**src/rtl/ssd_mux_pkg.sv**
```systemverilog
// Package: shared segment type and the value-to-glyph decode.
// Assumes segment bit 6 = A ... bit 0 = G, active high.
package ssd_mux_pkg;

    localparam int unsigned SEG_W = 7;
    localparam int unsigned VAL_W = 4;

    typedef logic [SEG_W-1:0] seg_t;
    typedef logic [VAL_W-1:0] val_t;

    // Map a 4-bit value to its lit-segment pattern.
    function automatic seg_t seg_decode(input val_t v);
        seg_t s;
        case (v)
            4'h0: s = 7'b1111110;
            4'h1: s = 7'b0110000;
            4'h2: s = 7'b1101101;
            4'h3: s = 7'b1111001;
            4'h4: s = 7'b0110011;
            4'h5: s = 7'b1011011;
            4'h6: s = 7'b1011111;
            4'h7: s = 7'b1110000;
            4'h8: s = 7'b1111111;
            4'h9: s = 7'b1110011;
            4'hA: s = 7'b1110111;
            4'hB: s = 7'b0011111;
            4'hC: s = 7'b1001110;
            4'hD: s = 7'b0111101;
            4'hE: s = 7'b1001111;
            default: s = 7'b1000111;
        endcase
        return s;
    endfunction

endpackage

```
**src/rtl/refresh_divider.sv**
```systemverilog
// Module: refresh_divider
// Counts system clocks from 0 to TERM and wraps. It raises a one-cycle
// tick on the terminal count.
// Assumes TERM >= 1 and a synchronous active-low reset.
module refresh_divider #(
    parameter int unsigned TERM = 49999
) (
    input  logic                          clk,
    input  logic                          rst_n,
    output logic                          tick_o,
    output logic [$clog2(TERM+1)-1:0]     count_o
);
    localparam int unsigned CNT_W = $clog2(TERM + 1);
    localparam logic [CNT_W-1:0] LAST = CNT_W'(TERM);

    logic [CNT_W-1:0] count_q;

    // Terminal-count detect.
    assign tick_o  = (count_q == LAST);
    assign count_o = count_q;

    // Wrap at the terminal value, otherwise increment.
    always_ff @(posedge clk) begin
        if (!rst_n) begin
            count_q <= '0;
        end else if (tick_o) begin
            count_q <= '0;
        end else begin
            count_q <= count_q + 1'b1;
        end
    end

endmodule

```
**src/rtl/digit_scan.sv**
```systemverilog
// Module: digit_scan
// Holds the digit-select register and flips it on each refresh tick.
// It presents the select value for the coming edge and the value of the
// digit that select chooses.
// Assumes tick is a single-cycle pulse in the same clock domain.
module digit_scan
    import ssd_mux_pkg::*;
(
    input  logic clk,
    input  logic rst_n,
    input  logic tick_i,
    input  val_t left_i,
    input  val_t right_i,
    output logic sel_next_o,
    output val_t val_next_o,
    output logic sel_o
);
    logic sel_q;

    // Select value that the next edge will load.
    always_comb begin
        if (!rst_n) begin
            sel_next_o = 1'b0;
        end else if (tick_i) begin
            sel_next_o = ~sel_q;
        end else begin
            sel_next_o = sel_q;
        end
    end

    // Pick the digit value that matches the upcoming select.
    always_comb begin
        val_next_o = sel_next_o ? left_i : right_i;
    end

    // Select register.
    always_ff @(posedge clk) begin
        sel_q <= sel_next_o;
    end

    assign sel_o = sel_q;

endmodule

```
**src/rtl/segment_out_reg.sv**
```systemverilog
// Module: segment_out_reg
// Decodes the chosen digit value and registers the glyph, so that it
// updates on the same edge as the select register.
// Assumes the value input is already the digit for the next select.
module segment_out_reg
    import ssd_mux_pkg::*;
(
    input  logic clk,
    input  val_t val_i,
    output seg_t seg_o
);
    seg_t seg_q;

    // Register the decoded glyph every cycle.
    always_ff @(posedge clk) begin
        seg_q <= seg_decode(val_i);
    end

    assign seg_o = seg_q;

endmodule

```
**src/rtl/dual_digit_ssd_driver.sv**
```systemverilog
// Module: dual_digit_ssd_driver
// Top of the two-digit multiplexed seven-segment driver. It combines the
// refresh divider, the digit scanner and the registered glyph output.
// Assumes a single clock domain and a synchronous active-low reset.
module dual_digit_ssd_driver
    import ssd_mux_pkg::*;
#(
    parameter int unsigned TERM = 49999
) (
    input  logic       clk,
    input  logic       rst_n,
    input  logic [3:0] left_i,
    input  logic [3:0] right_i,
    output logic [6:0] seg_o,
    output logic       sel_o
);
    localparam int unsigned CNT_W = $clog2(TERM + 1);

    logic             tick_w;
    logic [CNT_W-1:0] cnt_w;
    logic             sel_next_w;
    val_t             val_next_w;

    refresh_divider #(.TERM(TERM)) u_div (
        .clk     (clk),
        .rst_n   (rst_n),
        .tick_o  (tick_w),
        .count_o (cnt_w)
    );

    digit_scan u_scan (
        .clk        (clk),
        .rst_n      (rst_n),
        .tick_i     (tick_w),
        .left_i     (left_i),
        .right_i    (right_i),
        .sel_next_o (sel_next_w),
        .val_next_o (val_next_w),
        .sel_o      (sel_o)
    );

    segment_out_reg u_seg (
        .clk   (clk),
        .val_i (val_next_w),
        .seg_o (seg_o)
    );

endmodule

```
**config.mk**
```make
export PLATFORM = sky130hd
export DESIGN_NAME = dual_digit_ssd_driver
export DESIGN_NICKNAME = d
export VERILOG_FILES = /design/src/rtl/ssd_mux_pkg.sv /design/src/rtl/refresh_divider.sv /design/src/rtl/digit_scan.sv /design/src/rtl/segment_out_reg.sv /design/src/rtl/dual_digit_ssd_driver.sv
export SDC_FILE = /design/constraint.sdc
export NUM_CORES = 1
export LEC_CHECK = 0
export ABC_AREA = 1
export BUFFER_PORTS_ARGS = -buffer_cell sky130_fd_sc_hd__buf_2
export CAP_MARGIN = 15
export CORE_UTILIZATION = 60
export DETAILED_ROUTE_END_ITERATION = 8
export PLACE_DENSITY = 0.93
export SETUP_SLACK_MARGIN = 0.15
export SLEW_MARGIN = 30
export SYNTH_ARGS = -nofsm -noshare
export SYNTH_HDL_FRONTEND = slang
export SYNTH_SLANG_ARGS = --single-unit
```
**constraint.sdc**
```tcl
create_clock -name clk -period 3.1 [get_ports clk]
set_clock_uncertainty 0.2 [all_clocks]
set_input_delay 0.465 -clock clk [delete_from_list [all_inputs] [get_ports clk]]
set_output_delay 0.465 -clock clk [all_outputs]
set_load 0.05 [all_outputs]
```
==> flow_summary.toml, run 1 <==
[route]
viasPerCell = 5.00
drc = 0
wl_mm = 2.44
routed-via-count = 1169
firstDrtPassIters = 4
drtIter0Drc = 10
wl_per_cell_um = 10.4
ant_nets = 0

[grt]
grt_use_total = 0.230
use_met1 = 0.281
grt_pass1_wl_mm = 4.43
grt_pass1_vias = 1093
met3_usage = 0.0364
antenna_found_initial = 0
grt-ovfl-total = 0
grt_max_degree = 14
grtUsageMet2 = 0.393
top_usage_layer = "met2"

[clock_tree]
cts_sinks = 24
cts-resized-gates = 0
htreeDepth = 1
cts_setup_buffers = 0
clk_path_buf_depth = 2
path_clk_slew_ns = 0.12
hold_buffers = 0
clk_latency_ns = 0.31
cts-root-buf = "clkbuf_4"
numCtsBuffers = 3
cts_tree = "built"

[yosys]
synthTopCellsByArea = "dfxtp_1 34%, nand2_1 14%, ha_1 7.2%, inv_1 5.9%, nor2_1 4.0%"
ys_ff_latch = 24
synth_fp_nets = 204
ys_warn_count = 0
synth_cell_types = 34
synth_area_mm2 = 0.00140
yosysTopAreaCellShare = 0.344
synth-seq-area-share = 0.344
synthesis.instances = 186
yosysTopAreaCell = "dfxtp_1"
syn_avg_cell_area_um2 = 7.50

[placed_design]
port_buffers = 17
place_congestion = 0.861
dp_hpwl_mm = 1.95
dp_slack_ns = 0.835

[layout]
areaGrowthSynthToFinish_pct = 10.9
final_core_util = 0.699
final_cell_mix = "53 x nand2_1, 24 x dfxtp_1, 22 x inv_1"
final_common_cell = "nand2_1"
num_antenna_cells = 0
nets = 225
drive_gt1_frac = 0.209

[power_and_ir_drop]
power_leakage_nw = 0.793
cellPowerDensity_mw_per_mm2 = 377
vdd_drop_max_v = 0.000236
finalPower_uw = 584

[sta]
final.setup.tns_ns = 0
rsz0062_at_grt = "no"
final.period_utilization = 0.740
relSlewSlack = 0.777
hold_viol = 0
fmax_mhz = 436
min_period_ns = 2.29
finalSetupViolations = 0
timing.hold.ws_ns = 0.257
tightestPinTransition_ns = 0.333
layout_setup_ws_ns = 0.806
drv_slew = 0

[setup_path]
endpoint_kind = "flop"
ff2ff_path_depth = 13
r2r_setup_slack_ns = 0.81
start_kind = "flop"
r2r_end = "u_seg.seg_o[3]$_DFF_P_"
crit_required_ns = 3.17
r2r-start = "u_div.count_o[0]$_SDFF_PP0_"
worstPathMaxFanout = 10
critPathKind = "flop to flop"
arrival_ns = 2.36

[floorplanning]
io_pins = 18
coreArea_mm2 = 0.00221
die_w_um = 50.2
fp.dieArea_mm2 = 0.00252
placementRows = 17
die_y_um = 50.2
start_util = 0.631

[worst_hold_path]
holdPathStages = 1
whs_endpoint = "u_div.count_o[0]$_SDFF_PP0_"
hp-class = "flop to flop"
min-delay-start = "u_div.count_o[0]$_SDFF_PP0_"

[run]
maxCapViolCount = 0

[run_status]
status = "completed"
[power by group]
| part | switching [mW] | internal [mW] | total [mW] |
|---|---|---|---|
| registers | 0.00397 | 0.320 | 0.324 |
| logic | 0.0700 | 0.0285 | 0.0985 |
| clock network | 0.0893 | 0.0718 | 0.161 |
| total | 0.163 | 0.420 | 0.584 |
[worst max path at each step]
stage                     depth (start not counted)  slack [ns]                      to                   startpoint
final                                            13        0.81  u_seg.seg_o[3]$_DFF_P_  u_div.count_o[0]$_SDFF_PP0_
after global placement                           13        0.88  u_seg.seg_o[3]$_DFF_P_  u_div.count_o[0]$_SDFF_PP0_
after global routing                             13        0.57  u_seg.seg_o[3]$_DFF_P_  u_div.count_o[0]$_SDFF_PP0_
after CTS                                        13        0.80  u_seg.seg_o[3]$_DFF_P_  u_div.count_o[0]$_SDFF_PP0_
after detailed placement                         13        0.83  u_seg.seg_o[3]$_DFF_P_  u_div.count_o[0]$_SDFF_PP0_
after floorplan                                  10        0.93  u_seg.seg_o[3]$_DFF_P_         u_scan.sel_o$_DFF_P_
[layout make-up]
| class | count | area, um^2 |
|---|---|---|
| timing repair buffer | 17 | 85.1 |
| inverter | 27 | 104 |
| tap | 28 | 35.0 |
| sequential | 24 | 480 |
| clock buffer | 4 | 36.3 |
| multi-input combinational | 134 | 806 |
| fill | 191 | 666 |
[flip-flops by register name, summed over array words and instances, names as in the netlist]
| register | cells |
|---|---|
| u_seg.seg_o | 7 |
| u_div.count_o | 16 |
| u_scan.sel_o | 1 |
[cells in the mapped netlist (all sizes together)]
| library cell | n |
|---|---|
| o21ai | 8 |
| nor3b | 1 |
| xor2 | 3 |
| and3 | 2 |
| o21bai | 1 |
| nand3 | 13 |
| a21oi | 7 |
| dfxtp | 24 |
| buf | 1 |
| xnor2 | 1 |
| a31oi | 1 |
| nor3 | 2 |
| nand2 | 59 |
| o21a | 1 |
| ha | 8 |
| clkinv | 1 |
| nand3b | 1 |
| inv | 26 |
| nand4 | 7 |
| nor2 | 19 |
[per-layer routing]
layer / up-vias / part of all wire
met1: 521 / 0.49
met2: 14 / 0.47
met3: 4 / 0.016
li1: 630 / -
met5: - / 0
met4: 0 / 0.022
[critical path: stages, from the launching register on]
cell and delay [ns]:
dfxtp_1 0.37, ha_1 0.20, nand3_2 0.14, nor2_4 0.19, nand2_4 0.09, nand2_8 0.08, nand3_4 0.14, nand2_1 0.09
nand2_1 0.12, ha_1 0.22, nand3b_1 0.20, nand2_1 0.10, nand2_1 0.05, nand2_1 0.06
[cells by family (layout without fill, tap and decap cells)]
kind of cell,count (synthesis),in the layout,share of synthesized area
AOI/OAI and AO/OA,18,18,0.0798
xor gates and xnor gates,4,4,0.0251
adders and majority gates,8,8,0.0718
buffers and inverters,28,48,0.0780
DFF,24,24,0.344
and+or+nand+nor,104,104,0.401
[metrics by stage]
stage | instance area, um^2 | cells
2_1_floorplan | 1400 | 186
3_3_place_gp | 1510 | 230
3_5_place_dp | 1510 | 230
4_1_cts | 1550 | 234
5_1_grt | 1550 | 234
6_report | 1550 | 234
(Power assumes the default switching activity.)
==> run 2, diff against run 1 <==
--- a/config.mk
+++ b/config.mk
@@ -8,9 +8,9 @@
 export ABC_AREA = 1
 export BUFFER_PORTS_ARGS = -buffer_cell sky130_fd_sc_hd__buf_2
 export CAP_MARGIN = 15
-export CORE_UTILIZATION = 60
+export CORE_UTILIZATION = 51
 export DETAILED_ROUTE_END_ITERATION = 8
-export PLACE_DENSITY = 0.93
+export PLACE_DENSITY = 0.86
 export SETUP_SLACK_MARGIN = 0.15
 export SLEW_MARGIN = 30
 export SYNTH_ARGS = -nofsm -noshare
==> constraint.sdc (replaced) <==
create_clock -name clk -period 1.86 [get_ports clk]
set_clock_uncertainty 0.2 [all_clocks]
set_input_delay 0.279 -clock clk [delete_from_list [all_inputs] [get_ports clk]]
set_output_delay 0.279 -clock clk [all_outputs]
set_load 0.05 [all_outputs]
==> run 2 against run 1 <==
Compared with the run above:
- the flow now finishes with violations (setup timing)
- sequential share of layout area decreased by 5.5 points
- register-to-register slack lost 0.96 ns
- non-clock buffer count up 33
- sequential power grew 68%
- die area is 17% higher
- critical path depth is 1 lower
- largest power group unchanged
==> flow_summary.toml, run 2 (synthesis gave the netlist of run 1 again) <==
[run_status]
status = "finished with violations"
violations = "setup timing"

[route]
wl_mm = 3.10
viasPerCell = 5.00
ant_nets = 0
firstDrtPassIters = 4
drtIter0Drc = 9
wl_per_cell_um = 11.5
drc = 0
routed-via-count = 1346

[power_and_ir_drop]
power_leakage_nw = 0.971
finalPower_mw = 1.01
vdd_drop_max_v = 0.000461
cellPowerDensity_mw_per_mm2 = 527

[sta]
min_period_ns = 2.01
hold_viol = 0
tightestPinTransition_ns = 0.277
final.period_utilization = 1.08
timing.hold.ws_ns = 0.185
layout_setup_ws_ns = -0.153
finalSetupViolations = 10
rsz0062_at_grt = "yes"
relSlewSlack = 0.814
final.setup.tns_ns = -1.11
fmax_mhz = 497
drv_slew = 0

[layout]
nets = 258
num_antenna_cells = 0
areaGrowthSynthToFinish_pct = 37.3
final_common_cell = "nand2_1"
largest_reg_flops = 16
fillers = 192
fin_cells = 269
drive_gt1_frac = 0.435
final_cell_mix = "45 x nand2_1, 30 x buf_4, 21 x inv_1"

[setup_path]
r2r_end = "u_seg.seg_o[6]$_DFF_P_"
startpoint = "u_div.count_o[15]$_SDFF_PP0_"
crit_end = "u_seg.seg_o[6]$_DFF_P_"
r2r_setup_slack_ns = -0.15
arrival_ns = 2.03
r2r-start = "u_div.count_o[15]$_SDFF_PP0_"
ff2ff_path_depth = 12
critPathKind = "flop to flop"
worstPathMaxFanout = 7
start_kind = "flop"
crit_required_ns = 1.87
endpoint_kind = "flop"

[grt]
top_usage_layer = "met2"
grt_pass1_wl_mm = 4.64
met3_usage = 0.0361
grt_pass1_vias = 1225
antenna_found_initial = 0
grt_use_total = 0.219
grt_max_degree = 14
grt-ovfl-total = 0
grtUsageMet2 = 0.429
use_met1 = 0.220

[clock_tree]
cts_tree = "built"
clk_latency_ns = 0.31
cts-root-buf = "clkbuf_4"
clk_path_buf_depth = 2
path_clk_slew_ns = 0.13
htreeDepth = 1
cts_sinks = 24
numCtsBuffers = 3

[floorplanning]
placementRows = 18
fp.dieArea_mm2 = 0.00295
die_w_um = 54.3
io_pins = 18
start_util = 0.553
coreArea_mm2 = 0.00252
die_y_um = 54.3

[placed_design]
dp_cells = 257
dp_slack_ns = -0.109
place_congestion = 0.858
dp_hpwl_mm = 2.21
port_buffers = 17

[worst_hold_path]
hp-class = "input pin to flop"

[run]
maxCapViolCount = 0
==> run 2: cell count changes in the layout (fill, tap and decap cells not counted), sizes merged <==
cell	previous run	this run
inv	26	27
clkinv	1	0
buf	17	50
==> run 2: metrics by stage <==
step | util | cell area (um^2)
2_1_floorplan | - | 1460
3_3_place_gp | 0.700 | 1770
3_5_place_dp | 0.700 | 1770
4_1_cts | 0.737 | 1860
5_1_grt | 0.759 | 1920
6_report | 0.759 | 1920
==> run 2: worst max-delay path, cell delays in order (launching register included) <==
cell and delay (ns):
dfxtp_2 0.36, inv_1 0.06, nor2_2 0.11, nand2_2 0.10, nor2_8 0.14, nand2_4 0.08, nand2_8 0.08, nand3_4 0.09
buf_4 0.18, o21ai_4 0.27, inv_4 0.09, nand3_2 0.07, nand2_1 0.07
==> run 2: final cells by class <==
type,instances,area (um^2),share of cell area
Tap cell,30,37.5,0.0196
Clock buffer,4,36.3,0.0189
Inverter,27,104,0.0542
Multi-Input combinational cell,134,905,0.472
Sequential cell,24,489,0.255
Timing Repair Buffer,50,344,0.180
==> run 2: layer usage <==
metal	share of wire	wire (um)
met1	0.40	1240
met3	0.031	96
met2	0.54	1690
met4	0.024	75
met5	0	0
==> run 2: timing repair <==
item | in CTS | in global routing
gates cloned | 0 | 0
hold buffers | 0 | 0
pin swaps | 3 | 10
buffers inserted | 5 | 3
gates resized for setup | 7 | 15
setup endpoints to repair | 11 | 15
==> run 2: how the worst min path moves through the flow <==
stage | start | endpoint | cells after the start
after floorplan | u_div.count_o[0]$_SDFF_PP0_ | u_div.count_o[0]$_SDFF_PP0_ | 1
after global placement | u_div.count_o[9]$_SDFF_PP0_ | u_div.count_o[9]$_SDFF_PP0_ | 2
after detailed placement | u_div.count_o[9]$_SDFF_PP0_ | u_div.count_o[9]$_SDFF_PP0_ | 2
after CTS | right_i[3] | u_seg.seg_o[2]$_DFF_P_ | 5
after global routing | rst_n | u_scan.sel_o$_DFF_P_ | 4
final | right_i[3] | u_seg.seg_o[5]$_DFF_P_ | 5
==> run 2: report_power, final <==
| part | total (mW) | internal [mW] | leakage [nW] | switching, mW |
|---|---|---|---|---|
| Clock | 0.273 | 0.120 | 0.0210 | 0.154 |
| Sequential | 0.543 | 0.535 | 0.200 | 0.00848 |
| Combinational | 0.194 | 0.0660 | 0.751 | 0.128 |
==> run 3, diff against run 2 <==
--- a/config.mk
+++ b/config.mk
@@ -6,7 +6,7 @@
 export NUM_CORES = 1
 export LEC_CHECK = 0
 export ABC_AREA = 1
-export BUFFER_PORTS_ARGS = -buffer_cell sky130_fd_sc_hd__buf_2
+export BUFFER_PORTS_ARGS = -buffer_cell sky130_fd_sc_hd__buf_4
 export CAP_MARGIN = 15
 export CORE_UTILIZATION = 51
 export DETAILED_ROUTE_END_ITERATION = 8
==> run 3 against run 2 <==
Compared with the run above:
- the flow still finishes with violations (setup timing)
- utilization rose by 4.2 points
- via count rose by 2.2%
- cell area rose by 5.5%
- register-to-register slack got worse by 0.02 ns
- final cell count rose by 0.37%
- die area did not move
- routed wire length rose by 9.1%
- maximum frequency fell by 0.80%
- hold slack got worse by 0.025 ns
- largest cell class unchanged
- highest routed layer unchanged
==> flow_summary.toml, run 3 (synthesis gave the netlist of run 1 again) <==
[layout]
drive_gt1_frac = 0.463
final_common_cell = "buf_4"
final_core_util = 0.801
multi_input_area_um2 = 942
areaGrowthSynthToFinish_pct = 44.8
nets = 259
fin_cells = 270
num_antenna_cells = 0
largest_reg_flops = 16
fillers = 159
seq_area_um2 = 490
final_cell_mix = "48 x buf_4, 42 x nand2_1, 20 x inv_1"

[clock_tree]
path_clk_slew_ns = 0.14
cts_sinks = 24
cts-root-buf = "clkbuf_4"
clk_latency_ns = 0.32
numCtsBuffers = 3
clk_path_buf_depth = 2
cts_tree = "built"
htreeDepth = 1

[floorplanning]
fp.dieArea_mm2 = 0.00295
placementRows = 18
coreArea_mm2 = 0.00252
die_y_um = 54.3
io_pins = 18
die_w_um = 54.3
start_util = 0.553

[route]
drc = 0
routed-via-count = 1376
firstDrtPassIters = 5
viasPerCell = 5.10
wl_per_cell_um = 12.5
wl_mm = 3.38
drtIter0Drc = 21
ant_nets = 0

[sta]
finalSetupViolations = 10
drv_slew = 0
relSlewSlack = 0.814
layout_setup_ws_ns = -0.169
hold_viol = 0
rsz0062_at_grt = "yes"
fmax_mhz = 493
tightestPinTransition_ns = 0.278
final.period_utilization = 1.09
timing.hold.ws_ns = 0.160
min_period_ns = 2.03

[grt]
grt_pass1_wl_mm = 4.86
grt-ovfl-total = 0
grt_use_total = 0.227
top_usage_layer = "met2"
met3_usage = 0.0306
grt_pass1_vias = 1274
grtUsageMet2 = 0.449
use_met1 = 0.233
antenna_found_initial = 0
grt_max_degree = 15

[setup_path]
r2r_end = "u_div.count_o[12]$_SDFF_PP0_"
r2r-start = "u_div.count_o[1]$_SDFF_PP0_"
startpoint = "u_div.count_o[1]$_SDFF_PP0_"
start_kind = "flop"
crit_required_ns = 1.93
r2r_setup_slack_ns = -0.17
crit_end = "u_div.count_o[12]$_SDFF_PP0_"
endpoint_kind = "flop"
worstPathMaxFanout = 2
ff2ff_path_depth = 13
arrival_ns = 2.10
critPathKind = "flop to flop"

[run_status]
status = "finished with violations"
violations = "setup timing"

[power_and_ir_drop]
power_leakage_nw = 1.00
finalPower_mw = 1.15
vdd_drop_max_v = 0.000654
cellPowerDensity_mw_per_mm2 = 568

[run]
maxCapViolCount = 0

[worst_hold_path]
hp-class = "input pin to flop"

[placed_design]
dp_cells = 257
dp_slack_ns = -0.120
dp_hpwl_mm = 2.28
port_buffers = 17
place_congestion = 0.839
[run 3: timing repair]
action,4_1_cts,5_1_grt
hold buffers,0,0
hold endpoints to repair,0,0
pin swaps,5,9
resized for setup,9,22
endpoints found under the setup margin,11,14
setup buffers,5,4
[run 3: how the worst min path moves through the flow]
stage / start / to / slack [ns] / cells past startpoint
6_report: right_i[3] / u_seg.seg_o[5]$_DFF_P_ / 0.16 / 5
2_1_floorplan: u_div.count_o[0]$_SDFF_PP0_ / u_div.count_o[0]$_SDFF_PP0_ / 0.22 / 1
3_5_place_dp: u_div.count_o[9]$_SDFF_PP0_ / u_div.count_o[9]$_SDFF_PP0_ / 0.30 / 2
5_1_grt: right_i[3] / u_seg.seg_o[5]$_DFF_P_ / 0.17 / 5
3_3_place_gp: u_div.count_o[9]$_SDFF_PP0_ / u_div.count_o[9]$_SDFF_PP0_ / 0.28 / 2
4_1_cts: right_i[3] / u_seg.seg_o[5]$_DFF_P_ / 0.16 / 5
[run 3: area by class of cell]
type	count	share of cell area
repair buffers	51	0.195
clock inverters	1	0.0149
inverters	27	0.0514
well taps	30	0.0186
multi-input cells	134	0.466
clock buffers	3	0.0111
flip-flops and latches	24	0.243
[run 3: report_power, final]
group / leakage (nW) / internal, mW / switching [mW]
clock network: 0.0279 / 0.218 / 0.161
registers: 0.200 / 0.535 / 0.00913
logic: 0.777 / 0.0861 / 0.139
[run 3: critical path: stages (launching register included)]
cell      delay [ns]
dfxtp_2         0.37
ha_4            0.15
nand3_4         0.07
buf_4           0.14
buf_4           0.12
buf_6           0.11
inv_2           0.04
nand2_1         0.05
nor2_2          0.11
nand2_2         0.10
nor2_4          0.11
nand2_2         0.07
o21bai_1        0.14
and3_4          0.19
[run 3: routing by layer]
layer	wire [um]	part of all wire	up-vias
met4	64	0.019	0
li1	-	-	699
met5	0	0	-
met2	1880	0.56	34
met3	96	0.028	8
met1	1340	0.40	635
[run 3: through the flow]
| stage | TNS [ns] | cell area (um^2) |
|---|---|---|
| finish | -1.17 | 2020 |
| global route | -2.18 | 2020 |
| detailed placement | -0.541 | 1810 |
| global placement | -0.360 | 1810 |
| floorplan | -0.264 | 1460 |
| CTS | -0.648 | 1920 |
